**src/rtl/plane_stager_pkg.sv**
```systemverilog
package plane_stager_pkg;

   typedef enum logic [1:0] {
      RES_LOW  = 2'b00,
      RES_MED  = 2'b01,
      RES_HIGH = 2'b10,
      RES_RSVD = 2'b11
   } res_e;

   // Number of planes in use for a resolution code, given the full plane count.
   function automatic int unsigned planes_used(input logic [1:0] res, input int unsigned full);
      return (res == RES_MED) ? full / 2 : full;
   endfunction

endpackage

```
**src/rtl/strobe_quiet_timer.sv**
```systemverilog
module strobe_quiet_timer #(
   parameter int unsigned SLOT_CYC = 4
) (
   input  logic clk,
   input  logic rst,
   input  logic stb,
   output logic quiet
);
   localparam int unsigned QW = $clog2(SLOT_CYC + 1);
   localparam logic [QW-1:0] QMAX = QW'(SLOT_CYC);

   logic [QW-1:0] gap_q;

   always_ff @(posedge clk) begin
      if (rst)                gap_q <= QMAX;
      else if (stb)           gap_q <= '0;
      else if (gap_q != QMAX) gap_q <= gap_q + 1'b1;
   end

   assign quiet = (gap_q == QMAX);
endmodule

```
**src/rtl/stage_bank.sv**
```systemverilog
module stage_bank #(
   parameter int unsigned WORD_W        = 16,
   parameter int unsigned NUM_PLANES    = 4,
   parameter bit          CLEAR_ON_DROP = 1'b1
) (
   input  logic                                  clk,
   input  logic                                  rst,
   input  logic                                  stb,
   input  logic [WORD_W-1:0]                     word_in,
   input  logic                                  drop_req,
   input  logic [$clog2(NUM_PLANES)-1:0]         last_idx,
   output logic                                  xfer,
   output logic [NUM_PLANES-1:0][WORD_W-1:0]     stage_q,
   output logic [$clog2(NUM_PLANES)-1:0]         cnt_q
);
   localparam int unsigned CW = $clog2(NUM_PLANES);

   logic drop_ok;

   assign xfer    = stb && (cnt_q >= last_idx);
   assign drop_ok = drop_req && !stb && (cnt_q != '0);

   always_ff @(posedge clk) begin
      if (rst) begin
         cnt_q   <= '0;
         stage_q <= '0;
      end else if (xfer) begin
         cnt_q <= '0;
      end else if (stb) begin
         stage_q[cnt_q] <= word_in;
         cnt_q          <= cnt_q + CW'(1);
      end else if (drop_ok) begin
         cnt_q <= cnt_q - CW'(1);
         if (CLEAR_ON_DROP) stage_q[cnt_q - CW'(1)] <= '0;
      end
   end
endmodule

```
**src/rtl/plane_shift.sv**
```systemverilog
module plane_shift #(
   parameter int unsigned WORD_W     = 16,
   parameter int unsigned NUM_PLANES = 4
) (
   input  logic                              clk,
   input  logic                              rst,
   input  logic                              load,
   input  logic [NUM_PLANES-1:0][WORD_W-1:0] load_data,
   output logic [NUM_PLANES-1:0]             pix,
   output logic                              blank
);
   localparam int unsigned RW = $clog2(WORD_W + 1);

   logic [RW-1:0] run_q;
   logic          live;

   always_ff @(posedge clk) begin
      if (rst)               run_q <= '0;
      else if (load)         run_q <= RW'(WORD_W);
      else if (run_q != '0)  run_q <= run_q - 1'b1;
   end

   assign live  = (run_q != '0);
   assign blank = !live;

   for (genvar p = 0; p < NUM_PLANES; p++) begin : g_plane
      logic [WORD_W-1:0] sr_q;
      always_ff @(posedge clk) begin
         if (rst)       sr_q <= '0;
         else if (load) sr_q <= load_data[p];
         else if (live) sr_q <= {sr_q[WORD_W-2:0], 1'b0};
      end
      assign pix[p] = live & sr_q[WORD_W-1];
   end
endmodule

```
**src/rtl/plane_stager.sv**
```systemverilog
module plane_stager #(
   parameter int unsigned WORD_W        = 16,
   parameter int unsigned NUM_PLANES    = 4,
   parameter int unsigned SLOT_CYC      = 4,
   parameter bit          CLEAR_ON_DROP = 1'b1
) (
   input  logic                          clk,
   input  logic                          rst,
   input  logic [1:0]                    res_sel,
   input  logic                          disp_en,
   input  logic                          word_stb,
   input  logic [WORD_W-1:0]             word_in,
   output logic [NUM_PLANES-1:0]         pix_idx,
   output logic                          border,
   output logic [$clog2(NUM_PLANES)-1:0] fill_cnt
);
   import plane_stager_pkg::*;

   localparam int unsigned CW = $clog2(NUM_PLANES);

   if (NUM_PLANES < 2 || (NUM_PLANES % 2) != 0) begin : g_bad_planes
      $error("plane_stager: NUM_PLANES must be even and at least 2");
   end
   if (WORD_W < 2) begin : g_bad_width
      $error("plane_stager: WORD_W must be at least 2");
   end
   if (SLOT_CYC < 1) begin : g_bad_slot
      $error("plane_stager: SLOT_CYC must be at least 1");
   end

   logic [CW-1:0]                     last_idx;
   logic                              de_q;
   logic                              quiet;
   logic                              drop_req;
   logic                              xfer;
   logic [NUM_PLANES-1:0][WORD_W-1:0] stage_q;
   logic [NUM_PLANES-1:0][WORD_W-1:0] xfer_data;

   assign last_idx = CW'(planes_used(res_sel, NUM_PLANES) - 1);

   always_ff @(posedge clk) begin
      if (rst) de_q <= 1'b0;
      else     de_q <= disp_en;
   end

   assign drop_req = disp_en && !de_q && quiet;

   strobe_quiet_timer #(.SLOT_CYC(SLOT_CYC)) u_quiet (
      .clk   (clk),
      .rst   (rst),
      .stb   (word_stb),
      .quiet (quiet)
   );

   stage_bank #(
      .WORD_W        (WORD_W),
      .NUM_PLANES    (NUM_PLANES),
      .CLEAR_ON_DROP (CLEAR_ON_DROP)
   ) u_bank (
      .clk      (clk),
      .rst      (rst),
      .stb      (word_stb),
      .word_in  (word_in),
      .drop_req (drop_req),
      .last_idx (last_idx),
      .xfer     (xfer),
      .stage_q  (stage_q),
      .cnt_q    (fill_cnt)
   );

   // Planes below the last used one take staged words; the last takes the arriving word.
   for (genvar p = 0; p < NUM_PLANES; p++) begin : g_steer
      assign xfer_data[p] = (CW'(p) < last_idx)  ? stage_q[p] :
                            (CW'(p) == last_idx) ? word_in    : '0;
   end

   plane_shift #(.WORD_W(WORD_W), .NUM_PLANES(NUM_PLANES)) u_shift (
      .clk       (clk),
      .rst       (rst),
      .load      (xfer),
      .load_data (xfer_data),
      .pix       (pix_idx),
      .blank     (border)
   );
endmodule

```
**config.mk**
```make
export PLATFORM = sky130hd
export DESIGN_NAME = plane_stager
export DESIGN_NICKNAME = d
export VERILOG_FILES = /design/src/rtl/plane_stager_pkg.sv /design/src/rtl/strobe_quiet_timer.sv /design/src/rtl/stage_bank.sv /design/src/rtl/plane_shift.sv /design/src/rtl/plane_stager.sv
export SDC_FILE = /design/constraint.sdc
export NUM_CORES = 1
export LEC_CHECK = 0
export ABC_AREA = 1
export BUFFER_PORTS_ARGS = -buffer_cell sky130_fd_sc_hd__buf_2
export CAP_MARGIN = 20
export CORE_MARGIN = 3
export CORE_UTILIZATION = 45
export CTS_CLUSTER_DIAMETER = 50
export DETAILED_ROUTE_END_ITERATION = 12
export PLACE_DENSITY = 0.62
export SYNTH_ARGS = -nofsm -noshare
export SYNTH_HDL_FRONTEND = slang
export SYNTH_SLANG_ARGS = --single-unit
```
**constraint.sdc**
```tcl
create_clock -name clk -period 2 [get_ports clk]
set_input_delay 0.3 -clock clk [delete_from_list [all_inputs] [get_ports clk]]
set_output_delay 0.3 -clock clk [all_outputs]
set_load 0.005 [all_outputs]
```
Word-level counts from Yosys, hierarchy flattened. Index checks and enable logic that the tools add are counted.

Bits in registers: 139. Latch bits: 0. Memory bits (writable): 0. Memory bits (read-only): 0. Bits of input ports: 22. Output and inout bits: 7. Logic and storage cells: 90. Memories: 0.

Add/sub/neg operators: 5. Multipliers: 0. Div/mod/pow operators: 0. $lt $le $gt $ge: 9. Equality and inequality tests: 6. Shift operators: 0. Muxes and demuxes: 30. Bitwise logic cells: 7. Reductions and logical operators: 19.

Operators with widths (count): $mux 16 (18); $mux 64 (2); $and 64x64->64 (1); $bwmux 64 (1); $demux 16 s2 (2); $not 64->64 (1); $mux 5 (2); $reduce_bool 2->1 (4); $logic_and 1x1->1 (7); $lt 2x3->1 const B (2); $mux 2 (3); $mux 3 (2); $reduce_bool 5->1 (1); $sub 5x1->5 const B (1); $and 1x1->1 (4); $eq 2x2->1 const A (2); $ge 2x1->1 const B (2); $lt 1x2->1 const A (2); $lt 2x2->1 const A (2); $reduce_or 2->1 (2); $sub 2x1->2 const B (2); $add 3x1->3 const B (1); $eq 3x3->1 const B (1); $logic_not 1->1 (3); 8 further kinds (8).

Depth between registers and ports, before layout. Gate-level depths: netlist of the first run.

Depth in word-level cells: 9. Gate-level depth with buffers: 14. Mapped depth without buffers: 11.

Hierarchy. A second synthesis of the first run with hierarchy kept.

Cells, all modules: 1311. Area, all modules: 8222.9 um2.

Modules (own cells, without submodules): stage_bank (times used 1, cells an instance 632, area an instance 3992.6 um2, sequential area each 1321.3 um2); plane_shift (times used 1, cells an instance 525, area an instance 3447.1 um2, sequential area each 1381.3 um2); plane_stager (times used 1, cells an instance 128, area an instance 609.3 um2, sequential area each 20.0 um2); strobe_quiet_timer (times used 1, cells an instance 26, area an instance 173.9 um2, sequential area each 60.1 um2).

Worst setup path after synthesis of the first run. No wires, ideal clock.

Path kind: input-to-reg. From: input port res_sel[1]. To: register u_shift.g_plane[1].sr_q[14]. Setup time: 0.116 ns. Arrival: 1.940 ns. Data required time: 1.884 ns. Path slack: -0.056 ns. Stages on the path: 13. Path buffers: 3. Cell sequence: inv_1 -> nand2_1 -> inv_1 -> buf_2 -> ha_1 -> nand2_1 -> nand2_1 -> nand2_1 -> buf_2 -> buf_2 -> a21oi_1 -> nor2_1 -> nor2_1.

Cells in the longest elaborated chain, start to end: 7. Elaborated cells between the ends (all ways): 11. Classes of those cells: 1 x add/sub; 2 x order compare; 2 x eq/ne; 4 x mux; 2 x reduce/logical.

Ends and longest elaborated chain: start, declared (RTL line plane_stager.sv:9) `input logic [1:0] res_sel,`; $eq 2x1->1 * (RTL line plane_stager_pkg.sv:12) `return (res == RES_MED) ? full / 2 : full;`; $mux 2 * (RTL line plane_stager_pkg.sv:12); $sub 2x1->2 * (RTL line plane_stager.sv:39) `assign last_idx = CW'(planes_used(res_sel, NUM_PLANES) - 1);`; $eq 1x2->1 (RTL line plane_stager.sv:74) `(CW'(p) == last_idx) ? word_in : '0;`; $mux 16 (RTL line plane_stager.sv:74); $mux 16 (RTL line plane_stager.sv:73) `assign xfer_data[p] = (CW'(p) < last_idx) ? stage_q[p] :`; $mux 16 (RTL line plane_shift.sv:30) `else if (load) sr_q <= load_data[p];`; end signal, assigned (RTL line plane_shift.sv:30); end signal, assigned (RTL line plane_shift.sv:31) `else if (live) sr_q <= {sr_q[WORD_W-2:0], 1'b0};`; end, declared (RTL line plane_shift.sv:27) `logic [WORD_W-1:0] sr_q;`.

Mark *: on every way between the ends. The rest lies on a longest branch, timed or not. A chain may end at the register's enable or synchronous reset.

Final worst setup path of the first run.
From: register u_bank.cnt_q[1]. To: register u_bank.stage_q[8] in the netlist's numbering.

Cells in the longest elaborated chain, start to end: 9. Elaborated cells between the ends (all ways): 23. Classes of those cells: 1 x add/sub; 5 x order compare; 7 x mux; 3 x bitwise; 7 x reduce/logical.

Ends and longest elaborated chain: start, declared (RTL line stage_bank.sv:14) `output logic [$clog2(NUM_PLANES)-1:0] cnt_q`; start signal, assigned (RTL line stage_bank.sv:31) `cnt_q <= cnt_q + CW'(1);`; start signal, assigned (RTL line stage_bank.sv:33) `cnt_q <= cnt_q - CW'(1);`; $sub 2x1->2 (RTL line stage_bank.sv:34) `if (CLEAR_ON_DROP) stage_q[cnt_q - CW'(1)] <= '0;`; $lt 2x3->1 (implied by the code) / $ge 2x1->1 (equally long branches) (RTL line stage_bank.sv:34); $logic_and 1x1->1 (implied by the code) (RTL line stage_bank.sv:34); $mux 16 (implied by the code) (RTL line stage_bank.sv:34); $demux 16 s2; $not 64->64 (no line); $and 64x64->64 (no line); $mux 64 (RTL line stage_bank.sv:32) `end else if (drop_ok) begin`; $mux 64 (RTL line stage_bank.sv:29) `end else if (stb) begin`; end signal, assigned by index (RTL line stage_bank.sv:30) `stage_q[cnt_q] <= word_in;`; end, declared (RTL line stage_bank.sv:13) `output logic [NUM_PLANES-1:0][WORD_W-1:0] stage_q,`.

Several ways; a longest one is shown, not always the timed one. The select of a mux whose other input is x is not followed.

==> results by group, run 1 <==
Outcome
  – Status: finished, final reports clean

Setup path
  – Crit path capture type: flip-flop
  – Crit Path Max Fanout: 24
  – RR Endpoint: u_bank.stage_q[8]
  – Crit path cell chain: inv_1 > ha_1 > nor2_2 > nand3_2 > nand2_4 > buf_12 > nand3_1 > nand2_1 > nor2_1
  – CP max stage cell: dfxtp_1
  – CP top delay family: simple AND/OR/NAND/NOR gates
  – Register-to-Register Path Depth: 9
  – Slowest Stage Delay on Critical Path: 0.42 ns
  – Crit Path Category: flip-flop to flip-flop
  – CP startpoint kind: flip-flop
  – R2R Setup Slk: 0.11 ns
  – Worst r2r src: u_bank.cnt_q[1]
  – Crit path buf inv count: 2
  – Arr. time, crit path: 2.21 ns
  – Worst EP required: 2.32 ns

Clock tree
  – Root buffer cell: clkbuf_16
  – Worst-skew pair later-pin latency: 0.43 ns
  – CTS tree: done
  – H-tree depth: 4
  – Clock-pin slew on the worst setup and hold paths: 0.05 ns
  – CTS Buf Count: 17
  – CTS Sinks: 123
  – Clk buf depth: 2

Worst hold path
  – Hold Path Cell Cnt: 3
  – Hold Crit Class: input port to flip-flop
  – Worst hold endpoint: de_q
  – Start point of the worst hold path: disp_en

Power
  – Clock power share: 0.333
  – Sw Ratio: 0.3441
  – Peak VDD IR: 805.8 µV
  – Internal power: 6486 µW
  – Power Total: 9889 µW
  – PD cells: 1262 mW/mm²
  – Logic pwr share: 0.340
  – Seq pwr share: 0.328
  – NetSw: 3403 µW
  – Pleak: 0.003732 µW

Drt
  – Pre-Repair DR Iteration Count: 5
  – Final wirelength: 19040 µm
  – DRC: 0
  – Routed Antenna Nets: 0
  – Post-DR vias/cell: 5.285
  – DR iter-0 viols: 592
  – DR WL/cell: 14.88 µm
  – Detailed-route via count: 6765

Timing
  – Final setup violation count: 0
  – Tcrit/Tclk final: 0.9443
  – Worst-margin pin slew: 0.6242 ns
  – Fmax: 529.5 MHz
  – Hold violation count in the final report: 0
  – Final slew viol count: 0
  – Slew headroom: 0.5839
  – Post-layout min period: 1.889 ns
  – Final Skew: 0.009969 ns

Floorplan
  – Chip width: 127.9 µm
  – Die ar.: 0.01637 mm²
  – Die height: 127.9 µm
  – Initial Util: 0.4710
  – Core area: 0.01420 mm²
  – IO Count: 29
  – Row cnt: 43

Run
  – Max Cap Viol: 0

GRT
  – Initial antenna violation count: 0
  – First-pass GRT wire length: 29970 µm
  – Largest net degree at the start of global routing: 63
  – Total gr overflow: 0
  – Overall Global Routing Usage: 0.2288
  – Via count of the first global-routing pass: 5797

Final layout
  – Share of cells above drive strength 1: 0.1036
  – Nets: 1119
  – Commonest non-fill, non-tap cells in the layout: nand2_1 (326), nand3_1 (154), nor2_1 (135), dfxtp_1 (123), inv_1 (90)
  – Register Area: 0.002462 mm²
  – Most common cell after layout, fill and taps aside: nand2_1
  – Antenna cells: 0
  – Syn-to-layout area delta: 17.11%
  – Fill count: 1445
  – Finished Cell Area: 0.007835 mm²
  – Fin util: 0.5516
  – Area of the multi-input gates: 0.003550 mm²

Synth
  – Synth warnings: 0
  – Number of distinct library cells after synthesis: 26
  – Cell Area, Synth: 0.006690 mm²
  – Synth Instances: 1083
  – Syn nets: 1115
  – Seq/Total Area, Yosys: 0.3681
  – Seq cells post-synth: 123
  – Mean Syn Cell Area: 6.177 µm²

Place
  – Post-DP HPWL: 11280 µm
  – Input/output buffers: 28
  – Gp weighted congestion: 0.8107
  – Area after DPL: 0.007053 mm²
## area by class of cell
type                            instances  area share
Clock buffer                           26     0.06755
Tap cell                              180     0.02874
Timing Repair Buffer                   66     0.07793
Multi-Input combinational cell        785      0.4530
Sequential cell                       123      0.3143
Inverter                               94     0.04503
Clock inverter                          6     0.01341
## worst register-to-register path, cell delays in order (launching register included)
cell,delay [ns]
dfxtp_1,0.42
inv_1,0.11
ha_1,0.23
nor2_2,0.15
nand3_2,0.17
nand2_4,0.22
buf_12,0.20
nand3_1,0.13
nand2_1,0.11
nor2_1,0.05
## logic make-up after synthesis
| family | synth area share |
|---|---|
| AOI/OAI and AO/OA | 0.1141 |
| and+or+nand+nor | 0.3860 |
| DFF | 0.3681 |
| adders and majority gates | 0.01870 |
| xor gates and xnor gates | 0.003928 |
| buffers and inverters | 0.1092 |
## stage by stage
stage | hold WS (ns) | TNS, ns | setup WS (ns) | std cells
6_report | 0.1312 | 0 | 0.1114 | 1280
5_1_grt | 0.1588 | -0.01862 | -0.01862 | 1280
4_1_cts | 0.1122 | 0 | 0.01258 | 1276
3_5_place_dp | 0.4581 | -0.1938 | -0.06619 | 1244
3_3_place_gp | 0.4489 | -0.01215 | -0.01215 | 1244
2_1_floorplan | 0.4249 | 0 | 0.003029 | 1083
## Yosys cell counts (all sizes together)
master,number,area [µm²]
nor2,140,530.5
xnor2,1,8.760
o211ai,15,112.6
o21ai,52,260.3
ha,10,125.1
clkbuf,38,143.9
nand3,156,785.8
a211oi,1,7.510
dfxtp,123,2462
nand2,328,1231
buf,43,234.0
inv,93,349.1
or2,4,25.03
xor2,2,17.52
nor3,2,10.01
o22ai,1,6.260
a21oi,73,376.6
clkinv,1,3.750
## worst max-delay path by stage
stage | startpoint | end | slack (ns) | cells after the start
6_report | u_bank.cnt_q[1] | u_bank.stage_q[8] | 0.11 | 9
5_1_grt | u_bank.cnt_q[1] | u_bank.stage_q[8] | -0.02 | 9
4_1_cts | u_shift.run_q[0] | border | 0.01 | 6
3_5_place_dp | res_sel[1] | u_shift.g_plane[1].sr_q[0] | -0.07 | 10
3_3_place_gp | res_sel[1] | u_shift.g_plane[0].sr_q[1] | -0.01 | 10
2_1_floorplan | res_sel[1] | u_shift.g_plane[1].sr_q[14] | 0.003 | 13
## per-layer routing
layer  vias up  global-route usage  part of all wire
met1      3072              0.3289              0.47
met3        30             0.05042             0.066
li1       3441                   -                 -
met2       222              0.3447              0.45
met5         -                   0                 0
met4         0             0.06742             0.017
## state kept, by name, indices dropped and copies added (netlist names)
name,flops
u_shift.g_plane.sr_q,64
u_bank.stage_q,48
u_shift.run_q,5
u_quiet.gap_q,3
u_bank.cnt_q,2
de_q,1
## repair_timing
item | 4_1_cts | 5_1_grt
pin swaps | 0 | 2
setup endpoints to repair | 5 | 44
cloned | 0 | 3
hold buffers | 0 | 0
gates resized for setup | 6 | 9
endpoints found under the hold margin | 0 | 0
setup buffers | 0 | 1
## power groups by stage
stage / Clock [µW] / Sequential, µW / Combinational, µW
global placement: 0 / 3270 / 3020
CTS: 3350 / 3230 / 3140
floorplan: 0 / 3220 / 2290
global route: 3450 / 3280 / 3860
detailed placement: 0 / 3270 / 3050
finish: 3290 / 3240 / 3360
No activity file was read; power rests on OpenSTA's default activity.
==> run 2, diff against run 1 <==
==> constraint.sdc (replaced) <==
create_clock -name clk -period 2 [get_ports clk]
set_input_delay 0.2 -clock clk [delete_from_list [all_inputs] [get_ports clk]]
set_output_delay 0.2 -clock clk [all_outputs]
set_load 0.005 [all_outputs]
==> results by group, run 2 (synthesis results as in run 1) <==
Final layout
  – Number of flip-flops in the largest register: 64 (unchanged)
  – Reg with most FFs: u_shift.g_plane.sr_q (unchanged)
  – Nets: 1120 (was 1119)
  – Commonest non-fill, non-tap cells in the layout: nand2_1 (326), nand3_1 (155), nor2_1 (137), dfxtp_1 (122), inv_1 (91) (was nand2_1 (326), nand3_1 (154), nor2_1 (135), dfxtp_1 (123), inv_1 (90))
  – Fill count: 1506 (was 1445)
  – Finished Cell Area: 0.007600 mm² (was 0.007835 mm²)
  – Most common cell after layout, fill and taps aside: nand2_1 (unchanged)
  – Antenna cells: 0 (unchanged)
  – Share of cells above drive strength 1: 0.09572 (was 0.1036)
  – Syn-to-layout area delta: 13.60% (was 17.11%)
  – Largest regs: u_shift.g_plane.sr_q (64), u_bank.stage_q (48), u_shift.run_q (5) (unchanged)

Setup path
  – Most frequent cell on the critical path: inv_1
  – Worst EP required: 1.80 ns (was 2.32 ns)
  – Crit Path Category: flip-flop to output pin (was flip-flop to flip-flop)
  – Crit Path Max Fanout: 35 (was 24)
  – CP max stage cell: dfxtp_1 (unchanged)
  – Crit path buf inv count: 4 (was 2)
  – Crit path cell chain: inv_1 > ha_1 > nand3_2 > buf_12 > nand2_1 > inv_1 > buf_2 (was inv_1 > ha_1 > nor2_2 > nand3_2 > nand2_4 > buf_12 > nand3_1 > nand2_1 > nor2_1)
  – Slowest Stage Delay on Critical Path: 0.36 ns (was 0.42 ns)
  – Crit path capture type: output pin (was flip-flop)
  – Arr. time, crit path: 1.68 ns (was 2.21 ns)
  – CP startpoint kind: flip-flop (unchanged)
  – CP top delay family: buffers and inverters (was simple AND/OR/NAND/NOR gates)

Drt
  – DR WL/cell: 14.15 µm (was 14.88 µm)
  – Final wirelength: 18070 µm (was 19040 µm)
  – Routed Antenna Nets: 0 (unchanged)
  – Pre-Repair DR Iteration Count: 5 (unchanged)
  – Post-DR vias/cell: 5.170 (was 5.285)
  – Detailed-route via count: 6602 (was 6765)
  – DR iter-0 viols: 513 (was 592)
  – DRC: 0 (unchanged)

Power
  – Pleak: 0.003638 µW (was 0.003732 µW)
  – PD cells: 1220 mW/mm² (was 1262 mW/mm²)
  – Peak VDD IR: 712.4 µV (was 805.8 µV)

GRT
  – Initial antenna violation count: 0 (unchanged)
  – First-pass GRT wire length: 29380 µm (was 29970 µm)
  – Total gr overflow: 0 (unchanged)
  – Overall Global Routing Usage: 0.2228 (was 0.2288)
  – Via count of the first global-routing pass: 5652 (was 5797)
  – Largest net degree at the start of global routing: 63 (unchanged)

Floorplan
  – Die ar.: 0.01637 mm² (unchanged)
  – Core area: 0.01420 mm² (unchanged)
  – Row cnt: 43 (unchanged)
  – IO Count: 29 (unchanged)
  – Die height: 127.9 µm (unchanged)
  – Initial Util: 0.4710 (unchanged)
  – Chip width: 127.9 µm (unchanged)

Timing
  – Slew headroom: 0.5874 (was 0.5839)
  – Tcrit/Tclk final: 0.9389 (was 0.9443)
  – Worst-margin pin slew: 0.6188 ns (was 0.6242 ns)
  – Final worst slack: 0.1221 ns (was 0.1114 ns)
  – Final Skew: 0.007799 ns (was 0.009969 ns)
  – Fmax: 532.5 MHz (was 529.5 MHz)
  – Post-layout min period: 1.878 ns (was 1.889 ns)
  – Final slew viol count: 0 (unchanged)
  – RSZ-0062 raised after global routing: false
  – Hold violation count in the final report: 0 (unchanged)
  – Final setup violation count: 0 (unchanged)

Place
  – Gp weighted congestion: 0.8199 (was 0.8107)
  – Area after DPL: 0.007005 mm² (was 0.007053 mm²)
  – Post-DP HPWL: 11420 µm (was 11280 µm)
  – Dpl ws: -0.1791 ns (was -0.06619 ns)
  – Input/output buffers: 28 (unchanged)

Clock tree
  – H-tree depth: 4 (unchanged)
  – Hold-fix buffers, CTS: 0 (unchanged)
  – Clk buf depth: 2 (unchanged)
  – Clock-pin slew on the worst setup and hold paths: 0.05 ns (about the same)
  – CTS Sinks: 123 (unchanged)
  – CTS tree: done (unchanged)
  – CTS Buf Count: 17 (unchanged)
  – Root buffer cell: clkbuf_16 (unchanged)
  – Worst-skew pair later-pin latency: 0.41 ns (was 0.43 ns)

Run
  – Max Cap Viol: 0 (unchanged)

Outcome
  – Status: finished, final reports clean (unchanged)

Worst hold path
  – Hold Crit Class: input port to flip-flop (unchanged)
[run 2: cell type report]
cell class | instances | area (µm²) | area share
inverter | 94 | 352.8 | 0.04643
multi-input combinational | 785 | 3515 | 0.4625
tap | 180 | 225.2 | 0.02963
timing repair buffer | 67 | 499.2 | 0.06569
sequential | 123 | 2464 | 0.3242
clock inverter | 2 | 35.03 | 0.004610
clock buffer | 26 | 509.2 | 0.06701
[run 2: worst min-delay path: stages]
cell and delay (ns):
buf_2 0.07, inv_1 0.05, nor2_1 0.08
[run 2: through the flow]
step	TNS, ns	total power, µW	hold slack (ns)	util	std cells
global placement	-0.3771	6234	0.4409	0.4932	1246
finish	0	9271	0.03201	0.5351	1277
floorplan	0	5510	0.3249	-	1083
detailed placement	-0.8234	6263	0.4519	0.4932	1246
global route	0	9918	0.03531	0.5351	1277
CTS	0	9198	0.02384	0.5322	1274
[run 2: worst paths after layout]
check	startpoint	to	slack, ns	depth (start not counted)
min	disp_en	de_q	0.03	3
max	u_shift.run_q[1]	pix_idx[0]	0.12	7
max reg2reg	u_bank.cnt_q[1]	u_shift.g_plane[2].sr_q[5]	0.20	8
min reg2reg	u_shift.g_plane[1].sr_q[0]	u_shift.g_plane[1].sr_q[0]	0.46	2
[run 2: layer usage]
metal | up-vias | wire length, µm | track usage
li1 | 3434 | - | -
met1 | 2981 | 8942 | 0.3275
met2 | 166 | 7826 | 0.3336
met3 | 21 | 1066 | 0.04917
met4 | 0 | 231 | 0.05119
met5 | - | 0 | 0
[run 2: report_power, final]
part / leakage (µW) / switching (µW) / total [µW] / internal [µW]
sequential: 0.00101 / 263 / 3250 / 2980
clock: 0.000268 / 1050 / 2890 / 1840
combinational: 0.00236 / 1950 / 3130 / 1180
total: 0.00364 / 3260 / 9270 / 6010
[run 2: timing repair]
action	in CTS	in global routing
setup endpoints to repair	5	26
endpoints found under the hold margin	0	0
buffers inserted	0	3
resized for setup	2	5
==> run 3, diff against run 2 <==
--- a/config.mk
+++ b/config.mk
@@ -10,6 +10,7 @@
 export CAP_MARGIN = 20
 export CORE_MARGIN = 3
 export CORE_UTILIZATION = 45
+export CTS_BUF_LIST = sky130_fd_sc_hd__clkbuf_2
 export CTS_CLUSTER_DIAMETER = 50
 export DETAILED_ROUTE_END_ITERATION = 12
 export PLACE_DENSITY = 0.62
==> results by group, run 3 (synthesis results as in run 1) <==
Final layout
  – Largest regs: u_shift.g_plane.sr_q (64), u_bank.stage_q (48), u_shift.run_q (5) (unchanged)
  – Fill count: 1540 (was 1506)
  – Register Area: 0.002466 mm² (was 0.002464 mm²)
  – Commonest non-fill, non-tap cells in the layout: nand2_1 (322), nand3_1 (155), nor2_1 (136), dfxtp_1 (120), inv_1 (88) (was nand2_1 (326), nand3_1 (155), nor2_1 (137), dfxtp_1 (122), inv_1 (91))
  – Number of flip-flops in the largest register: 64 (unchanged)
  – Area of the multi-input gates: 0.003562 mm² (was 0.003515 mm²)
  – Antenna cells: 0 (unchanged)
  – Reg with most FFs: u_shift.g_plane.sr_q (unchanged)
  – Post-route insts no fill: 1306 (was 1277)
  – Most common cell after layout, fill and taps aside: nand2_1 (unchanged)
  – Share of cells above drive strength 1: 0.1083 (was 0.09572)
  – Nets: 1149 (was 1120)
  – Syn-to-layout area delta: 13.13% (was 13.60%)

Drt
  – Detailed-route via count: 6753 (was 6602)
  – Final wirelength: 18610 µm (was 18070 µm)
  – DR iter-0 viols: 599 (was 513)
  – DRC: 0 (unchanged)
  – Post-DR vias/cell: 5.171 (was 5.170)
  – Routed Antenna Nets: 0 (unchanged)
  – DR WL/cell: 14.25 µm (was 14.15 µm)
  – Pre-Repair DR Iteration Count: 5 (unchanged)

Worst hold path
  – Hold Crit Class: input port to flip-flop (unchanged)
  – Hold Path Cell Cnt: 7 (was 3)

Timing
  – Hold violation count in the final report: 0 (unchanged)
  – Post-layout min period: 1.912 ns (was 1.878 ns)
  – Final setup violation count: 0 (unchanged)
  – Slew headroom: 0.5880 (was 0.5874)
  – Worst-margin pin slew: 0.6180 ns (was 0.6188 ns)
  – RSZ-0062 raised after global routing: true (was false)
  – Setup TNS: 0 ns (unchanged)
  – Final slew viol count: 0 (unchanged)
  – Tcrit/Tclk final: 0.9561 (was 0.9389)
  – Fmax: 522.9 MHz (was 532.5 MHz)
  – Final Skew: 0.03109 ns (was 0.007799 ns)

Power
  – Power Total: 8053 µW (was 9271 µW)
  – Peak VDD IR: 477.9 µV (was 712.4 µV)
  – Pleak: 0.003633 µW (was 0.003638 µW)
  – PD cells: 1064 mW/mm² (was 1220 mW/mm²)

Floorplan
  – IO Count: 29 (unchanged)
  – Die height: 127.9 µm (unchanged)
  – Chip width: 127.9 µm (unchanged)
  – Row cnt: 43 (unchanged)
  – Die ar.: 0.01637 mm² (unchanged)
  – Initial Util: 0.4710 (unchanged)
  – Core area: 0.01420 mm² (unchanged)

Clock tree
  – Clk buf depth: 2 (unchanged)
  – CTS tree: done (unchanged)
  – CTS Sinks: 123 (unchanged)
  – Root buffer cell: clkbuf_2 (was clkbuf_16)
  – CTS Buf Count: 17 (unchanged)
  – H-tree depth: 4 (unchanged)
  – Worst-skew pair later-pin latency: 0.69 ns (was 0.41 ns)
  – Clock-pin slew on the worst setup and hold paths: 0.17 ns (was 0.05 ns)

Setup path
  – Worst setup path startpoint: u_shift.run_q[0] (was u_shift.run_q[1])
  – Slowest Stage Delay on Critical Path: 0.36 ns (about the same)
  – R2R Setup Slk: 0.13 ns (was 0.20 ns)
  – Crit Path Category: flip-flop to output pin (unchanged)
  – CP max stage cell: dfxtp_2 (was dfxtp_1)
  – Worst EP required: 1.80 ns (about the same)
  – Crit path capture type: output pin (unchanged)
  – CP startpoint kind: flip-flop (unchanged)
  – CP Depth: 7 (unchanged)
  – Crit path cell chain: inv_2 > ha_4 > nand3_4 > buf_12 > nand2_1 > inv_1 > buf_2 (was inv_1 > ha_1 > nand3_2 > buf_12 > nand2_1 > inv_1 > buf_2)
  – Worst Setup EP: pix_idx[3] (was pix_idx[0])
  – Register-to-Register Path Depth: 6 (was 8)
  – RR Endpoint: u_shift.g_plane[1].sr_q[1] (was u_shift.g_plane[2].sr_q[5])
  – Worst r2r src: u_bank.cnt_q[1] (unchanged)
  – Crit Path Max Fanout: 6 (was 35)
  – CP top delay family: buffers and inverters (unchanged)
  – Arr. time, crit path: 1.71 ns (was 1.68 ns)
  – Crit path buf inv count: 4 (unchanged)

Place
  – Placed Cells: 1246 (unchanged)
  – Post-DP HPWL: 11420 µm (unchanged)
  – Input/output buffers: 28 (unchanged)
  – Gp weighted congestion: 0.8199 (unchanged)

GRT
  – Largest net degree at the start of global routing: 63 (unchanged)
  – GRT met1 Usage: 0.3379 (was 0.3275)
  – Via count of the first global-routing pass: 5826 (was 5652)
  – Total gr overflow: 0 (unchanged)
  – GR peak layer: met2 (unchanged)
  – Grt met2 use: 0.3432 (was 0.3336)
  – M3 GR Usage: 0.04917 (unchanged)
  – First-pass GRT wire length: 30180 µm (was 29380 µm)
  – Initial antenna violation count: 0 (unchanged)
  – Overall Global Routing Usage: 0.2301 (was 0.2228)

Outcome
  – Status: finished, final reports clean (unchanged)

Run
  – Max Cap Viol: 0 (unchanged)
run 3: changes by cell type in the layout (fill, tap and decap cells not counted), moves of 4 or more:
cell,delta
buf_4,+6
clkbuf_1,-4
clkbuf_16,-17
clkbuf_2,+21
clkbuf_8,-5
clkinv_1,+5
dlygate4sd3_1,+22
nand2_1,-4
run 3: final cells by class:
class	count	share of cell area
Multi-Input combinational cell	785	0.4707
Sequential cell	123	0.3258
Clock inverter	7	0.007109
Tap cell	180	0.02976
Clock buffer	21	0.01389
Inverter	94	0.04662
Timing Repair Buffer	96	0.1061
run 3: power breakdown:
part	internal [µW]	switching [µW]
Combinational	1440	2060
Sequential	2980	273
Clock	419	884
Total	4840	3210
run 3: worst min-delay path by stage:
stage,startpoint,endpoint,slack [ns]
finish,word_stb,u_shift.g_plane[1].sr_q[3],0.1
global route,word_stb,u_bank.cnt_q[1],0.06
CTS,word_stb,u_bank.cnt_q[1],0.03
detailed placement,disp_en,de_q,0.45
global placement,disp_en,de_q,0.44
floorplan,disp_en,de_q,0.32
run 3: tightest hold or removal path, delay by kind of cell:
kind | cells | cell delay [ns]
AO/OA/AOI/OAI | 1 | 0.08
buffers and inverters | 2 | 0.23
AND/OR/NAND/NOR | 4 | 0.22
run 3: per-layer routing:
layer / vias to the layer above / wire, µm
met5: - / 0
met4: 0 / 193
met3: 20 / 1173
met2: 205 / 8197
met1: 3029 / 9042
li1: 3499 / -
run 3: timing repair:
action | CTS | global route
gates cloned | 1 | 0
hold buffers | 22 | 0
pin swaps | 3 | 2
endpoints found under the setup margin | 6 | 43
buffers inserted | 6 | 3
resized for setup | 15 | 9
hold endpoints to repair | 91 | 0
run 3: per-stage QoR:
step	setup WS, ns	cell area, µm²	util	hold slack (ns)
2_1_floorplan	0.04380	6690	-	0.3249
3_3_place_gp	-0.1026	7005	0.4932	0.4409
3_5_place_dp	-0.1791	7005	0.4932	0.4519
4_1_cts	0.01116	7518	0.5293	0.02553
5_1_grt	-0.06146	7569	0.5329	0.05845
6_report	0.08774	7569	0.5329	0.09945
